$ cat src/rtl/hb_pkg.sv
package hb_pkg;
  typedef enum logic [1:0] {
    MODE_PHEN  = 2'd0,
    MODE_PWM   = 2'd1,
    MODE_INDEP = 2'd2
  } hb_mode_e;

  typedef enum logic [1:0] {
    LEG_OFF  = 2'd0,
    LEG_LOW  = 2'd1,
    LEG_HIGH = 2'd2
  } leg_cmd_e;

  function automatic hb_mode_e code_to_mode(input logic [1:0] code);
    case (code)
      2'b00:   return MODE_PHEN;
      2'b01:   return MODE_PWM;
      default: return MODE_INDEP;
    endcase
  endfunction
endpackage

$ cat src/rtl/hb_mode_latch.sv
module hb_mode_latch
  import hb_pkg::*;
(
  input  logic       clk_i,
  input  logic       rst_ni,
  input  logic [1:0] code_i,
  output hb_mode_e   mode_o,
  output logic       valid_o
);
  hb_mode_e mode_q;
  logic     valid_q;

  always_ff @(posedge clk_i or negedge rst_ni) begin
    if (!rst_ni) begin
      mode_q  <= MODE_PHEN;
      valid_q <= 1'b0;
    end else if (!valid_q) begin
      mode_q  <= code_to_mode(code_i);
      valid_q <= 1'b1;
    end
  end

  assign mode_o  = mode_q;
  assign valid_o = valid_q;

  // once captured, the mode never moves
  p_mode_frozen_r1: assert property (@(posedge clk_i) disable iff (!rst_ni)
    (valid_q && $past(valid_q)) |-> $stable(mode_q));
endmodule

$ cat src/rtl/hb_decoder.sv
module hb_decoder
  import hb_pkg::*;
(
  input  hb_mode_e mode_i,
  input  logic     valid_i,
  input  logic     sleep_ni,
  input  logic     ctl1_i,
  input  logic     ctl2_i,
  input  logic     reg_req_i,
  output leg_cmd_e tgt_o [2]
);
  always_comb begin
    tgt_o[0] = LEG_OFF;
    tgt_o[1] = LEG_OFF;
    if (valid_i && sleep_ni) begin
      unique case (mode_i)
        MODE_PHEN: begin
          if (reg_req_i || !ctl1_i) begin
            tgt_o[0] = LEG_LOW;
            tgt_o[1] = LEG_LOW;
          end else begin
            tgt_o[0] = ctl2_i ? LEG_HIGH : LEG_LOW;
            tgt_o[1] = ctl2_i ? LEG_LOW : LEG_HIGH;
          end
        end
        MODE_PWM: begin
          if (reg_req_i) begin
            tgt_o[0] = LEG_LOW;
            tgt_o[1] = LEG_LOW;
          end else begin
            case ({ctl1_i, ctl2_i})
              2'b01: begin tgt_o[0] = LEG_LOW;  tgt_o[1] = LEG_HIGH; end
              2'b10: begin tgt_o[0] = LEG_HIGH; tgt_o[1] = LEG_LOW;  end
              2'b11: begin tgt_o[0] = LEG_LOW;  tgt_o[1] = LEG_LOW;  end
              default: ;
            endcase
          end
        end
        MODE_INDEP: begin
          tgt_o[0] = ctl1_i ? LEG_HIGH : LEG_LOW;
          tgt_o[1] = ctl2_i ? LEG_HIGH : LEG_LOW;
        end
        default: ;
      endcase
    end
  end
endmodule

$ cat src/rtl/hb_dead_time.sv
module hb_dead_time
  import hb_pkg::*;
#(
  parameter int unsigned DEAD_CYC = 4
) (
  input  logic     clk_i,
  input  logic     rst_ni,
  input  leg_cmd_e tgt_i,
  output logic     hs_o,
  output logic     ls_o
);
  localparam int unsigned CW = $clog2(DEAD_CYC + 1);
  localparam logic [CW-1:0] CNT_MAX = CW'(DEAD_CYC);

  leg_cmd_e      out_q, out_d, last_q, last_d;
  logic [CW-1:0] cnt_q, cnt_d;

  always_comb begin
    out_d  = out_q;
    last_d = last_q;
    cnt_d  = cnt_q;
    if (out_q == LEG_OFF) begin
      if (cnt_q < CNT_MAX) cnt_d = cnt_q + 1'b1;
      // same side again is safe; opposite side waits out the gap
      if (tgt_i != LEG_OFF && (tgt_i == last_q || cnt_q >= CNT_MAX)) out_d = tgt_i;
    end else if (tgt_i != out_q) begin
      out_d  = LEG_OFF;
      last_d = out_q;
      cnt_d  = CW'(1);
    end
  end

  always_ff @(posedge clk_i or negedge rst_ni) begin
    if (!rst_ni) begin
      out_q  <= LEG_OFF;
      last_q <= LEG_OFF;
      cnt_q  <= CNT_MAX;
    end else begin
      out_q  <= out_d;
      last_q <= last_d;
      cnt_q  <= cnt_d;
    end
  end

  assign hs_o = (out_q == LEG_HIGH);
  assign ls_o = (out_q == LEG_LOW);

  p_no_overlap_r9: assert property (@(posedge clk_i) disable iff (!rst_ni)
    !(hs_o && ls_o));
  // a switch never turns on straight after its partner
  p_gap_high_r8: assert property (@(posedge clk_i) disable iff (!rst_ni)
    $rose(hs_o) |-> !$past(ls_o));
  p_gap_low_r8: assert property (@(posedge clk_i) disable iff (!rst_ni)
    $rose(ls_o) |-> !$past(hs_o));
endmodule

$ cat src/rtl/hb_ctrl_top.sv
module hb_ctrl_top
  import hb_pkg::*;
#(
  parameter int unsigned DEAD_CYC = 4
) (
  input  logic       clk_i,
  input  logic       rst_ni,
  input  logic       sleep_ni,
  input  logic       ctl1_i,
  input  logic       ctl2_i,
  input  logic [1:0] mode_code_i,
  input  logic       reg_req_i,
  output logic [1:0] hs_en_o,
  output logic [1:0] ls_en_o
);
  localparam int unsigned LEGS = 2;

  hb_mode_e mode;
  logic     mode_valid;
  leg_cmd_e tgt [LEGS];

  hb_mode_latch u_latch (
    .clk_i  (clk_i),
    .rst_ni (rst_ni),
    .code_i (mode_code_i),
    .mode_o (mode),
    .valid_o(mode_valid)
  );

  hb_decoder u_dec (
    .mode_i   (mode),
    .valid_i  (mode_valid),
    .sleep_ni (sleep_ni),
    .ctl1_i   (ctl1_i),
    .ctl2_i   (ctl2_i),
    .reg_req_i(reg_req_i),
    .tgt_o    (tgt)
  );

  for (genvar g = 0; g < LEGS; g++) begin : g_leg
    hb_dead_time #(.DEAD_CYC(DEAD_CYC)) u_dt (
      .clk_i (clk_i),
      .rst_ni(rst_ni),
      .tgt_i (tgt[g]),
      .hs_o  (hs_en_o[g]),
      .ls_o  (ls_en_o[g])
    );
  end

  p_sleep_off_r2: assert property (@(posedge clk_i) disable iff (!rst_ni)
    !sleep_ni |=> (hs_en_o == '0 && ls_en_o == '0));
  // regulation request never disturbs a settled independent leg
  p_reg_ignored_r7: assert property (@(posedge clk_i) disable iff (!rst_ni)
    (mode_valid && mode == MODE_INDEP && $rose(reg_req_i) && $stable(ctl1_i)
     && $stable(ctl2_i) && $stable(sleep_ni) && (hs_en_o | ls_en_o) == 2'b11)
    |=> $stable(hs_en_o) && $stable(ls_en_o));
endmodule

$ cat config.mk
export PLATFORM = sky130hd
export DESIGN_NAME = hb_ctrl_top
export DESIGN_NICKNAME = d
export VERILOG_FILES = /design/src/rtl/hb_pkg.sv /design/src/rtl/hb_mode_latch.sv /design/src/rtl/hb_decoder.sv /design/src/rtl/hb_dead_time.sv /design/src/rtl/hb_ctrl_top.sv
export SDC_FILE = /design/constraint.sdc
export NUM_CORES = 1
export LEC_CHECK = 0
export ABC_AREA = 1
export BUFFER_PORTS_ARGS = -buffer_cell sky130_fd_sc_hd__buf_2
export CAP_MARGIN = 20
export CORE_MARGIN = 4
export CORE_UTILIZATION = 51
export CTS_CLUSTER_SIZE = 28
export DETAILED_ROUTE_END_ITERATION = 8
export PLACE_DENSITY = 0.74
export SLEW_MARGIN = 20
export SYNTH_ARGS = -nofsm -noshare
export SYNTH_HDL_FRONTEND = slang
export SYNTH_HIERARCHICAL = 1
export SYNTH_SLANG_ARGS = --single-unit
$ cat constraint.sdc
create_clock -name clk_i -period 1.5 [get_ports clk_i]
set_input_delay 0.15 -clock clk_i [delete_from_list [all_inputs] [get_ports clk_i]]
set_output_delay 0.15 -clock clk_i [all_outputs]
set_load 0.01 [all_outputs]
**Word-level counts from Yosys, hierarchy flattened**

Cells that the tools add are included.

- Mux-type cells: 21
- Reductions and logical operators: 21
- Bitwise logic cells: 2
- Shift operators: 0
- Add/sub/neg operators: 2
- $lt $le $gt $ge: 4
- Equal/unequal tests: 18
- $mul: 0
- Div/mod/pow operators: 0

Operator list:

| operator | number |
|---|---|
| one-hot mux 4 bit (3 select lines) | 2 |
| 2-to-1 mux 2 bit | 9 |
| 2-to-1 mux 3 bit | 6 |
| 2-to-1 mux 4 bit | 3 |
| AND reduction 2 bit | 6 |
| equality test 2 x 1 -> 1 bit (second input constant) | 5 |
| equality test 2 bit (second input constant) | 5 |
| logical NOT 2 bit | 4 |
| inequality test 2 bit (second input constant) | 4 |
| nonzero test 2 bit | 4 |
| adder 3 x 1 -> 3 bit (second input constant) | 2 |
| >= comparator 3 bit (second input constant) | 2 |
| less-than comparator 3 bit (second input constant) | 2 |
| equality test 2 bit | 2 |
| inequality test 2 bit | 2 |
| one-hot mux 2 bit (2 select lines) | 1 |
| logical AND 1 bit | 3 |
| logical OR 1 bit | 3 |
| NOT 1 bit | 2 |
| logical NOT 1 bit | 1 |

- Bits of input ports: 8
- Memories kept: 0
- Flip-flop bits (word level): 17
- Bits in read-only memories: 0
- Bits in writable memories: 0
- Latch bits: 0
- Logic and storage cells: 76
- Output and inout port bits: 4

**Logic depth before layout (Yosys ltp)**

Gate-level depths: netlist of the first run.

- Depth after elaboration: 10
- Mapped depth: 15
- Gate-level depth less buffers: 15

**Cells and area by module**

Netlist of the first run, hierarchy kept.

By module, submodules not included:

| module | area an instance (µm²) | sequential area each (µm²) | cells an instance | instances |
|---|---|---|---|---|
| hb_dead_time | 416.6 | 176.4 | 58 | 2 |
| hb_decoder | 166.4 | 0.0 | 40 | 1 |
| hb_mode_latch | 110.1 | 75.1 | 11 | 1 |

**Worst setup path before layout of the first run**

Ideal clock, no wire load.

- Kind: reg-to-reg
- From: register u_latch.mode_q[0] (netlist: u_latch/mode_o[0])
- To: register g_leg[1].u_dt.out_q[0]
- Required time: 1.383 ns
- Slack: -0.028 ns
- Stages on the path, launching flop included: 13
- Arrival: 1.412 ns
- Setup time: 0.117 ns
- Path buffers: 0
- Clock period less this slack: 1.528 ns
- Path through: dfrtp_1 > nor2_1 > inv_1 > a21oi_1 > nor2_1 > nor2_1 > nand2_1 > nand2_1 > nand2_2 > nand2_4 > clkinv_2 > nand3_1 > nand2_1

RTL lines:

| element | RTL line | text |
|---|---|---|
| start, declared | hb_mode_latch.sv:10 | `hb_mode_e mode_q;` |
| start signal, assigned | hb_mode_latch.sv:18 | `mode_q <= code_to_mode(code_i);` |
| end signal, assigned | hb_dead_time.sv:39 | `out_q <= out_d;` |
| end, declared | hb_dead_time.sv:15 | `leg_cmd_e out_q, out_d, last_q, last_d;` |

==> results of run 1 <==
state kept, by name (all words and copies together), names as in the netlist:
signal and flops:
g_leg.u_dt/cnt_q 6, g_leg.u_dt/last_q 4, u_latch/mode_o 2, u_latch/valid_o 1, g_leg.u_dt/out_q 4
kinds of logic (layout without fill, tap and decap cells):
group                    after synthesis  after routing  share of synthesized area [%]
AO/OA/AOI/OAI                         14             14                           6.54
buffers and inverters                 26             58                           9.02
XOR/XNOR                               2              2                           1.58
other                                  1              1                          0.338
adder cells (fa/ha/maj)                2              2                           2.25
AND/OR/NAND/NOR                      105            105                           41.7
flip-flops                            17             17                           38.6
what timing repair did:
action	in CTS	in global routing
pin swaps	13	27
hold endpoints to repair	15	0
resized for setup	19	32
setup buffers	4	5
hold buffers	1	0
setup endpoints to repair	14	14
cell type report:
| type | instances | share of cell area [%] |
|---|---|---|
| sequential | 17 | 28.5 |
| tap | 27 | 2.24 |
| multi-input combinational | 124 | 47.5 |
| timing repair buffer | 28 | 12.8 |
| clock buffer | 3 | 1.49 |
| inverter | 26 | 7.13 |
| clock inverter | 1 | 0.332 |
cells in the final DEF (no fill, tap or decap), types with 4 or more instances in the layout:
master	instances
inv_1	11
nand2_2	18
nand3_2	4
nor2_2	7
nand2_4	6
o21ai_1	6
nand3_1	5
inv_2	13
nor2_1	14
buf_2	11
nand2_1	46
buf_4	14
dfrtp_1	13
nor2_4	5
layer usage:
layer	global-route usage, %	up-vias
met4	5.39	0
li1	-	575
met3	3.81	0
met2	37.6	26
met5	0	-
met1	20.4	530
worst min-delay path by stage:
| stage | start | endpoint | slack [ps] |
|---|---|---|---|
| 3_3_place_gp | rst_ni | g_leg[1].u_dt/out_q[1] | 90 |
| 5_1_grt | mode_code_i[0] | u_latch/mode_o[0] | 70 |
| 4_1_cts | mode_code_i[0] | u_latch/mode_o[0] | 60 |
| 3_5_place_dp | rst_ni | g_leg[1].u_dt/out_q[1] | 90 |
| 6_report | mode_code_i[0] | u_latch/mode_o[0] | 70 |
| 2_1_floorplan | rst_ni | g_leg[0].u_dt/cnt_q[0] | -150 |
tightest hold or removal path, delay by kind of cell:
kind / cells / cell delay [ps]
buffers and inverters: 1 / 80
and+or+nand+nor: 2 / 90
power groups by stage:
stage | logic (mW) | clock network, mW | registers [mW]
floorplan | 0.731 | 0 | 0.774
finish | 1.30 | 0.239 | 0.822
detailed placement | 0.946 | 0 | 0.812
CTS | 1.03 | 0.251 | 0.812
global placement | 0.897 | 0 | 0.803
global route | 1.46 | 0.267 | 0.841
==> flow_summary.yaml, run 1 <==
sta:
  setup_viol: 14
  finalHoldViolCount: 0
  max_freq_mhz: 596
  hold_slack_ps: 70.2
  rsz0062_at_grt: "yes"
  report.final.slew_viol_count: 0
  setup-tns-final_ps: -1730
  post-route-period-util_pct: 112
  finalCriticalPeriod_ps: 1680
  fin_skew_ps: 10.6
  finalWorstSetupSlack_ps: -178
power:
  pwr-share-seq_pct: 34.9
  switching_share_pct: 46.2
  powerDensity_nw_per_um2: 1560
  power_mw: 2.36
  switchingPower_mw: 1.09
  combPwrFrac_pct: 55.0
  ir_worst_vdd_mv: 1.03
  p_leak_nw: 0.805
  pwr-share-clk_pct: 10.1
  cell_internal_pwr_mw: 1.27
worst_setup_path:
  crit_chain: "inv_2 -> nor2_4 -> o21ai_1 -> nand2_1 -> nor2_2 -> nor2_4 -> inv_2 -> nand2_1 -> nand2_1 -> nand2_1 -> nand2_2 -> nand2_4 -> nand2_4 -> nand2_1 -> nand2_1"
  worstReg2RegStart: "u_latch/mode_o[0]"
  crit_required_ps: 1680
  worstPathBufferInverterCount: 2
  r2r_cells: 15
  critPathMaxStageDelay_ps: 450
  r2r_end: "g_leg[0].u_dt/out_q[1]"
  cp_common_cell: "nand2_1"
  crit_type: "register to register"
  rrSetupSlack_ps: -180
  critPathLaunch: "u_latch/mode_o[0]"
  cp.depth: 15
  worstPathArrival_ps: 1860
  crit_path_end_kind: "register"
  worstPathMaxFanout: 4
  endpoint: "g_leg[0].u_dt/out_q[1]"
  start_kind: "register"
  crit_family: "simple AND/OR/NAND/NOR gates"
  slowest_stage: "dfrtp_2"
yosys:
  yosys.area.top_type: "dfrtp_1"
  yosys-top-cells-area: "dfrtp_1, nand2_1, inv_1"
  seq_area_frac_synth_pct: 38.6
  yosys-top-cells-count: "nand2_1, inv_1, nor2_1"
  synth_top_area_share_pct: 33.8
  ys.flop_type: "dfrtp_1"
  post_synth_num_cell_types: 18
  synth_nets: 177
  postSynthAreaPerCell_sq_um: 6.65
  synth-edff-count: 0
  synth_area_sq_um: 1110
  ys_ff_latch: 17
  yosys_warnings: 6
  syn_inst: 167
  synth-async-reset-ratio_pct: 100
  synth.most_common_cell: "nand2_1"
layout:
  utilization_pct: 74.6
  design_area_sq_um: 1510
  fin_nets: 210
  multi_input_area_sq_um: 717
  drive_gt1_share_pct: 48.2
  ff_latch_area_sq_um: 430
  n_antenna_cell: 0
  area_growth_syn_to_layout_pct: 36.0
  finalNonFillerCells: 226
  fill_cells: 168
hold_path:
  whs_path_depth: 3
  worstHoldPathType: "input port to register"
placement:
  dp.cells: 212
  numPortBuffers: 11
  place_hpwl_um: 1780
  postPlaceCellArea_sq_um: 1260
  place_ws_ps: -240
  routabilityCongestion: 0.786
detailed_routing:
  post_drt_wl_per_cell_um: 12.2
  viasPerCell: 5.00
  routed_wl_um: 2760
  wl_met2_um: 1500
  firstDrtPassIters: 5
  vias: 1131
  met3_length_um: 116
  routedLengthMet1_um: 1140
  topRoutingLayerUsed: "met3"
  route.detailed.drc: 0
  drtIter0Drc: 32
  antenna_left: 0
global_routing:
  grt_max_degree: 18
  grt_overflow_total: 0
  grt.total_usage_pct: 19.3
  grt_pass1_wl_um: 4200
  grt_pass1_vias: 1054
  grt_antenna_before_repair: 0
die:
  die_x_um: 54.7
  core_area_sq_um: 2020
  start_util_pct: 54.9
  die_area_sq_um: 2990
  std_cell_rows: 16
  die_h_um: 54.7
  ios: 12
clock_network:
  h-tree-depth: 1
  worstSkewPairLatency_ps: 290
  root_buffer: "clkbuf_4"
  cts.reportedPaths.clkPinSlew_ps: 90
  clockBufferDepth: 2
  cts_tree: "built"
  clock-sinks: 17
  numCtsBuffers: 3
outcome:
  violations: "setup timing"
  status: "finished with violations"
run:
  drv_cap: 0
Power figures use the tool's default switching activity.
==> run 2: changes to the inputs <==
--- a/config.mk
+++ b/config.mk
@@ -5,14 +5,14 @@
 export SDC_FILE = /design/constraint.sdc
 export NUM_CORES = 1
 export LEC_CHECK = 0
-export ABC_AREA = 1
+export ABC_AREA = 0
 export BUFFER_PORTS_ARGS = -buffer_cell sky130_fd_sc_hd__buf_2
 export CAP_MARGIN = 20
 export CORE_MARGIN = 4
-export CORE_UTILIZATION = 51
+export CORE_UTILIZATION = 52
 export CTS_CLUSTER_SIZE = 28
 export DETAILED_ROUTE_END_ITERATION = 8
-export PLACE_DENSITY = 0.74
+export PLACE_DENSITY = 0.73
 export SLEW_MARGIN = 20
 export SYNTH_ARGS = -nofsm -noshare
 export SYNTH_HDL_FRONTEND = slang
==> run 2 against run 1 <==
Compared with the run above:
- the flow still finishes with violations (setup timing)
- sequential power fell by 15%
- register-to-register slack got worse by 50 ps
- critical path depth fell by 8
- wire length fell by 3.9%
- utilization fell by 2.5 points
- fmax fell by 3.2%
- power fell by 34%
- die area rose by 4.3%
- highest routed layer is now met4
==> flow_summary.yaml, run 2 <==
outcome:
  violations: "setup timing"
  status: "finished with violations"
sta:
  rsz0062_at_grt: "yes"
  fin_skew_ps: 2.04
  finalCriticalPeriod_ps: 1730
  setup_viol: 14
  hold_slack_ps: 103
  report.final.slew_viol_count: 0
  finalWorstSetupSlack_ps: -233
  setup-tns-final_ps: -2680
  post-route-period-util_pct: 116
  finalHoldViolCount: 0
  max_freq_mhz: 577
layout:
  fin_nets: 172
  design_area_sq_um: 1580
  ff_latch_area_sq_um: 432
  reg_top3: "g_leg.u_dt/cnt_q x6, g_leg.u_dt/last_q x4, g_leg.u_dt/out_q x4"
  regMostFlops: "g_leg.u_dt/cnt_q"
  drive_gt1_share_pct: 44.1
  fill_cells: 164
  multi_input_area_sq_um: 798
  largest_reg_flops: 6
  layout_commonest_cell: "buf_4"
  final_cell_mix: "buf_4, dfrtp_1, buf_2, nand2_1"
  area_growth_syn_to_layout_pct: 32.9
  n_antenna_cell: 0
detailed_routing:
  post_drt_wl_per_cell_um: 14.0
  drtIter0Drc: 24
  route.detailed.drc: 0
  vias: 1084
  routed_wl_um: 2650
  viasPerCell: 5.74
  firstDrtPassIters: 6
  antenna_left: 0
yosys:
  synth_top_area_share_pct: 31.6
  yosys.area.top_type: "dfrtp_1"
  post_synth_num_cell_types: 38
  synth_nets: 141
  yosys-top-cells-area: "dfrtp_1, nor2b_1, dfstp_2"
  ys_ff_latch: 17
  yosys_warnings: 6
  syn_inst: 131
  synth_area_sq_um: 1190
  synth.most_common_cell: "dfrtp_1"
  postSynthAreaPerCell_sq_um: 9.07
  synth-async-reset-ratio_pct: 100
  synth-edff-count: 0
  ys.flop_type: "dfrtp_1"
  yosys-top-cells-count: "dfrtp_1, nand2_1, nor2b_1"
  seq_area_frac_synth_pct: 36.0
global_routing:
  use_met3_pct: 2.78
  grt_pass1_vias: 1087
  grtUsageMet2_pct: 32.4
  grt_max_degree: 18
  grt.busiest_layer: "met2"
  grt.total_usage_pct: 18.3
  grt_antenna_before_repair: 0
  grt_overflow_total: 0
  grt_pass1_wl_um: 4710
  met1_usage_pct: 22.9
worst_setup_path:
  worstPathMaxFanout: 6
  crit_type: "register to register"
  crit_required_ps: 1690
  slowest_stage: "dfrtp_2"
  crit_family: "compound AO/OA/AOI/OAI gates"
  critPathMaxStageDelay_ps: 500
  worstPathBufferInverterCount: 1
  crit_path_end_kind: "register"
  crit_chain: "buf_6 -> o21a_1 -> o22ai_1 -> and2_4 -> nand2b_4 -> a21bo_1 -> a32o_1"
  worstPathArrival_ps: 1930
  start_kind: "register"
die:
  ios: 12
  start_util_pct: 54.3
  core_area_sq_um: 2190
  die_x_um: 55.8
  std_cell_rows: 17
  die_area_sq_um: 3110
  die_h_um: 55.8
placement:
  postPlaceCellArea_sq_um: 1360
  place_hpwl_um: 1720
  routabilityCongestion: 0.835
  place_ws_ps: -315
  numPortBuffers: 11
power:
  pwr-share-seq_pct: 45.2
  power_mw: 1.55
  p_leak_nw: 0.653
  ir_worst_vdd_mv: 0.878
  powerDensity_nw_per_um2: 980
  pwr-share-clk_pct: 16.3
  cell_internal_pwr_mw: 1.01
  switchingPower_mw: 0.542
  switching_share_pct: 35.0
  combPwrFrac_pct: 38.6
run:
  drv_cap: 0
clock_network:
  h-tree-depth: 1
  clock-sinks: 17
  worstSkewPairLatency_ps: 290
  cts.reportedPaths.clkPinSlew_ps: 100
  root_buffer: "clkbuf_4"
  clockBufferDepth: 2
  numCtsBuffers: 3
  cts_tree: "built"
hold_path:
  worstHoldPathType: "input port to register"
run 2: path summary, 6_finish.rpt:
| kind | start | cells past startpoint | end | slack (ps) |
|---|---|---|---|---|
| max | u_latch/mode_o[1] | 7 | g_leg[0].u_dt/cnt_q[1] | -230 |
| min | mode_code_i[1] | 2 | u_latch/mode_o[1] | 100 |
| max reg2reg | u_latch/mode_o[1] | 7 | g_leg[0].u_dt/cnt_q[1] | -230 |
| min reg2reg | g_leg[1].u_dt/cnt_q[0] | 2 | g_leg[1].u_dt/cnt_q[0] | 570 |
| max in group asynchronous | rst_ni | 2 | g_leg[1].u_dt/cnt_q[2] | 880 |
| min in group asynchronous | rst_ni | 2 | u_latch/valid_o | 310 |
run 2: metal layers:
layer / wire length [um] / vias up
met4: 41 / 0
met1: 1140 / 531
li1: - / 527
met5: 0 / -
met3: 74 / 6
met2: 1400 / 20
run 2: layout make-up:
class,instances,share of cell area [%]
timing repair buffer,36,17.3
inverter,4,0.950
clock inverter,1,0.317
sequential,17,27.3
tap,28,2.22
multi-input combinational,100,50.5
clock buffer,3,1.43
run 2: repair_timing:
action	4_1_cts	5_1_grt
setup endpoints to repair	14	15
pin swaps	8	11
buffers inserted	5	3
hold buffers	1	0
gates resized for setup	22	13
endpoints found under the hold margin	15	0
run 2: metrics by stage:
step	util, %	instances
floorplan	-	131
global placement	62.0	177
detailed placement	62.0	177
CTS	68.7	187
global route	72.1	189
finish	72.1	189
run 2: worst reg2reg max path: cells and delay by family, from the launching register on:
family,cells,cell delay [ps]
AO/OA/AOI/OAI,4,720
buffers and inverters,1,150
flip-flops,1,500
AND/OR/NAND/NOR,2,270
run 2: kinds of logic after synthesis:
| logic type | synth area share, % |
|---|---|
| mux | 1.26 |
| compound gates | 21.8 |
| flops | 36.0 |
| xor+xnor | 4.42 |
| simple gates | 26.7 |
| fa+ha+maj | 2.10 |
| buf+inv | 7.37 |
| other cells | 0.315 |
run 2: power groups by stage:
stage / Combinational [mW] / Sequential, mW / Clock, mW
floorplan: 0.411 / 0.659 / 0
global placement: 0.487 / 0.690 / 0
detailed placement: 0.507 / 0.695 / 0
CTS: 0.560 / 0.690 / 0.251
global route: 0.655 / 0.719 / 0.279
finish: 0.597 / 0.700 / 0.252
==> run 3: changes to the inputs <==
==> constraint.sdc (replaced) <==
create_clock -name clk_i -period 1.5 [get_ports clk_i]
set_input_delay 0 -clock clk_i [delete_from_list [all_inputs] [get_ports clk_i]]
set_output_delay 0 -clock clk_i [all_outputs]
set_load 0.01 [all_outputs]
==> run 3 against run 2 <==
Compared with the run above:
- the flow still finishes with violations (setup timing)
- count of clock-buffer cells in the layout is the same
- worst setup slack got worse by 36 ps
- final area rose by 2.9%
- combinational power is 3% higher
- critical path type unchanged
==> flow_summary.yaml, run 3 (same netlist as run 2, synthesis figures left out) <==
detailed_routing:
  routed_wl_um: 3020
  antenna_left: 0
  route.detailed.drc: 0
  drtIter0Drc: 40
  wl_met2_um: 1580
  met3_length_um: 84
  vias: 1103
  routedLengthMet1_um: 1280
  firstDrtPassIters: 4
  post_drt_wl_per_cell_um: 16.0
  topRoutingLayerUsed: "met4"
  viasPerCell: 5.84
power:
  powerDensity_nw_per_um2: 981
  ir_worst_vdd_mv: 0.782
  power_mw: 1.60
  p_leak_nw: 0.655
  pwr-share-clk_pct: 16.2
  switchingPower_mw: 0.580
  switching_share_pct: 36.3
  combPwrFrac_pct: 38.5
  cell_internal_pwr_mw: 1.02
  pwr-share-seq_pct: 45.3
sta:
  finalCriticalPeriod_ps: 1770
  finalWorstSetupSlack_ps: -269
  report.final.slew_viol_count: 0
  setup_viol: 14
  rsz0062_at_grt: "yes"
  max_freq_mhz: 565
  fin_skew_ps: 10.3
  finalHoldViolCount: 0
  setup-tns-final_ps: -2850
  post-route-period-util_pct: 118
  hold_slack_ps: 123
layout:
  final_cell_mix: "buf_4, dfrtp_1, buf_2, nand2_1, nor2_1"
  n_antenna_cell: 0
  fin_nets: 172
  area_growth_syn_to_layout_pct: 36.8
  regMostFlops: "g_leg.u_dt/cnt_q"
  fill_cells: 156
  utilization_pct: 74.2
  drive_gt1_share_pct: 46.6
  layout_commonest_cell: "buf_4"
  reg_top3: "g_leg.u_dt/cnt_q x6, g_leg.u_dt/last_q x4, g_leg.u_dt/out_q x4"
  largest_reg_flops: 6
clock_network:
  clockBufferDepth: 2
  worstSkewPairLatency_ps: 300
  cts.reportedPaths.clkPinSlew_ps: 110
  clock-sinks: 17
  root_buffer: "clkbuf_4"
  numCtsBuffers: 3
  h-tree-depth: 1
  cts_tree: "built"
worst_setup_path:
  slowest_stage: "dfrtp_2"
  worstPathMaxFanout: 7
  crit_path_end_kind: "register"
  crit_type: "register to register"
  crit_required_ps: 1690
  crit_chain: "buf_6 -> a21oi_4 -> and4_4 -> nand2b_1 -> a21bo_4 -> a32o_1"
  critPathMaxStageDelay_ps: 500
  worstPathArrival_ps: 1960
  start_kind: "register"
placement:
  place_ws_ps: -327
  routabilityCongestion: 0.866
  numPortBuffers: 11
  place_hpwl_um: 1700
die:
  die_x_um: 55.8
  core_area_sq_um: 2190
  ios: 12
  std_cell_rows: 17
  start_util_pct: 54.3
  die_area_sq_um: 3110
  die_h_um: 55.8
global_routing:
  grt_overflow_total: 0
  grt_antenna_before_repair: 0
  grt.total_usage_pct: 19.4
  grt_pass1_wl_um: 4890
  grt_max_degree: 18
  grt_pass1_vias: 1098
outcome:
  status: "finished with violations"
  violations: "setup timing"
run:
  drv_cap: 0
hold_path:
  worstHoldPathType: "input port to async pin"
run 3: per-layer routing:
| layer | vias to the layer above | GRT usage (%) |
|---|---|---|
| met5 | - | 0 |
| met4 | 0 | 7.46 |
| met3 | 8 | 3.48 |
| met2 | 22 | 35.0 |
| met1 | 545 | 22.7 |
| li1 | 528 | - |
run 3: worst paths after layout:
check | from | cells after the start | endpoint | slack, ps
max | u_latch/mode_o[1] | 6 | g_leg[1].u_dt/cnt_q[1] | -270
min reg2reg | g_leg[1].u_dt/cnt_q[0] | 2 | g_leg[1].u_dt/cnt_q[0] | 580
min | rst_ni | 2 | u_latch/valid_o | 120
max in group asynchronous | rst_ni | 2 | g_leg[1].u_dt/cnt_q[2] | 1050
max reg2reg | u_latch/mode_o[1] | 6 | g_leg[1].u_dt/cnt_q[1] | -270
min in group clk_i | ctl1_i | 4 | g_leg[0].u_dt/out_q[1] | 180
run 3: power groups by stage:
stage	clock network [mW]	registers, mW	logic, mW
global route	0.289	0.741	0.678
detailed placement	0	0.705	0.490
CTS	0.266	0.697	0.541
finish	0.259	0.722	0.614
global placement	0	0.697	0.475
floorplan	0	0.659	0.411
run 3: through the flow:
step | instances | instance area, sq um
floorplan | 131 | 1220
global placement | 174 | 1340
detailed placement | 174 | 1340
CTS | 187 | 1510
global route | 189 | 1630
finish | 189 | 1630
run 3: what timing repair did:
| action | in CTS | in global routing |
|---|---|---|
| gates resized for setup | 23 | 24 |
| hold buffers | 3 | 0 |
| setup buffers | 6 | 2 |
| setup endpoints to repair | 14 | 14 |
| pin swaps | 8 | 11 |
| endpoints found under the hold margin | 19 | 0 |
run 3: area by class of cell:
type / count / area [sq um] / share of cell area, %
multi-input combinational: 100 / 833 / 51.2
sequential: 17 / 430 / 26.5
timing repair buffer: 36 / 285 / 17.5
tap: 28 / 35.0 / 2.15
clock buffer: 3 / 22.5 / 1.38
inverter: 4 / 15.0 / 0.923
clock inverter: 1 / 5.00 / 0.308
run 3: critical path: cells and delay by family (launching register included):
family | cells | cell delay (ps)
and+or+nand+nor | 2 | 380
buffers and inverters | 1 | 160
AOI/OAI and AO/OA | 3 | 610
DFF | 1 | 500
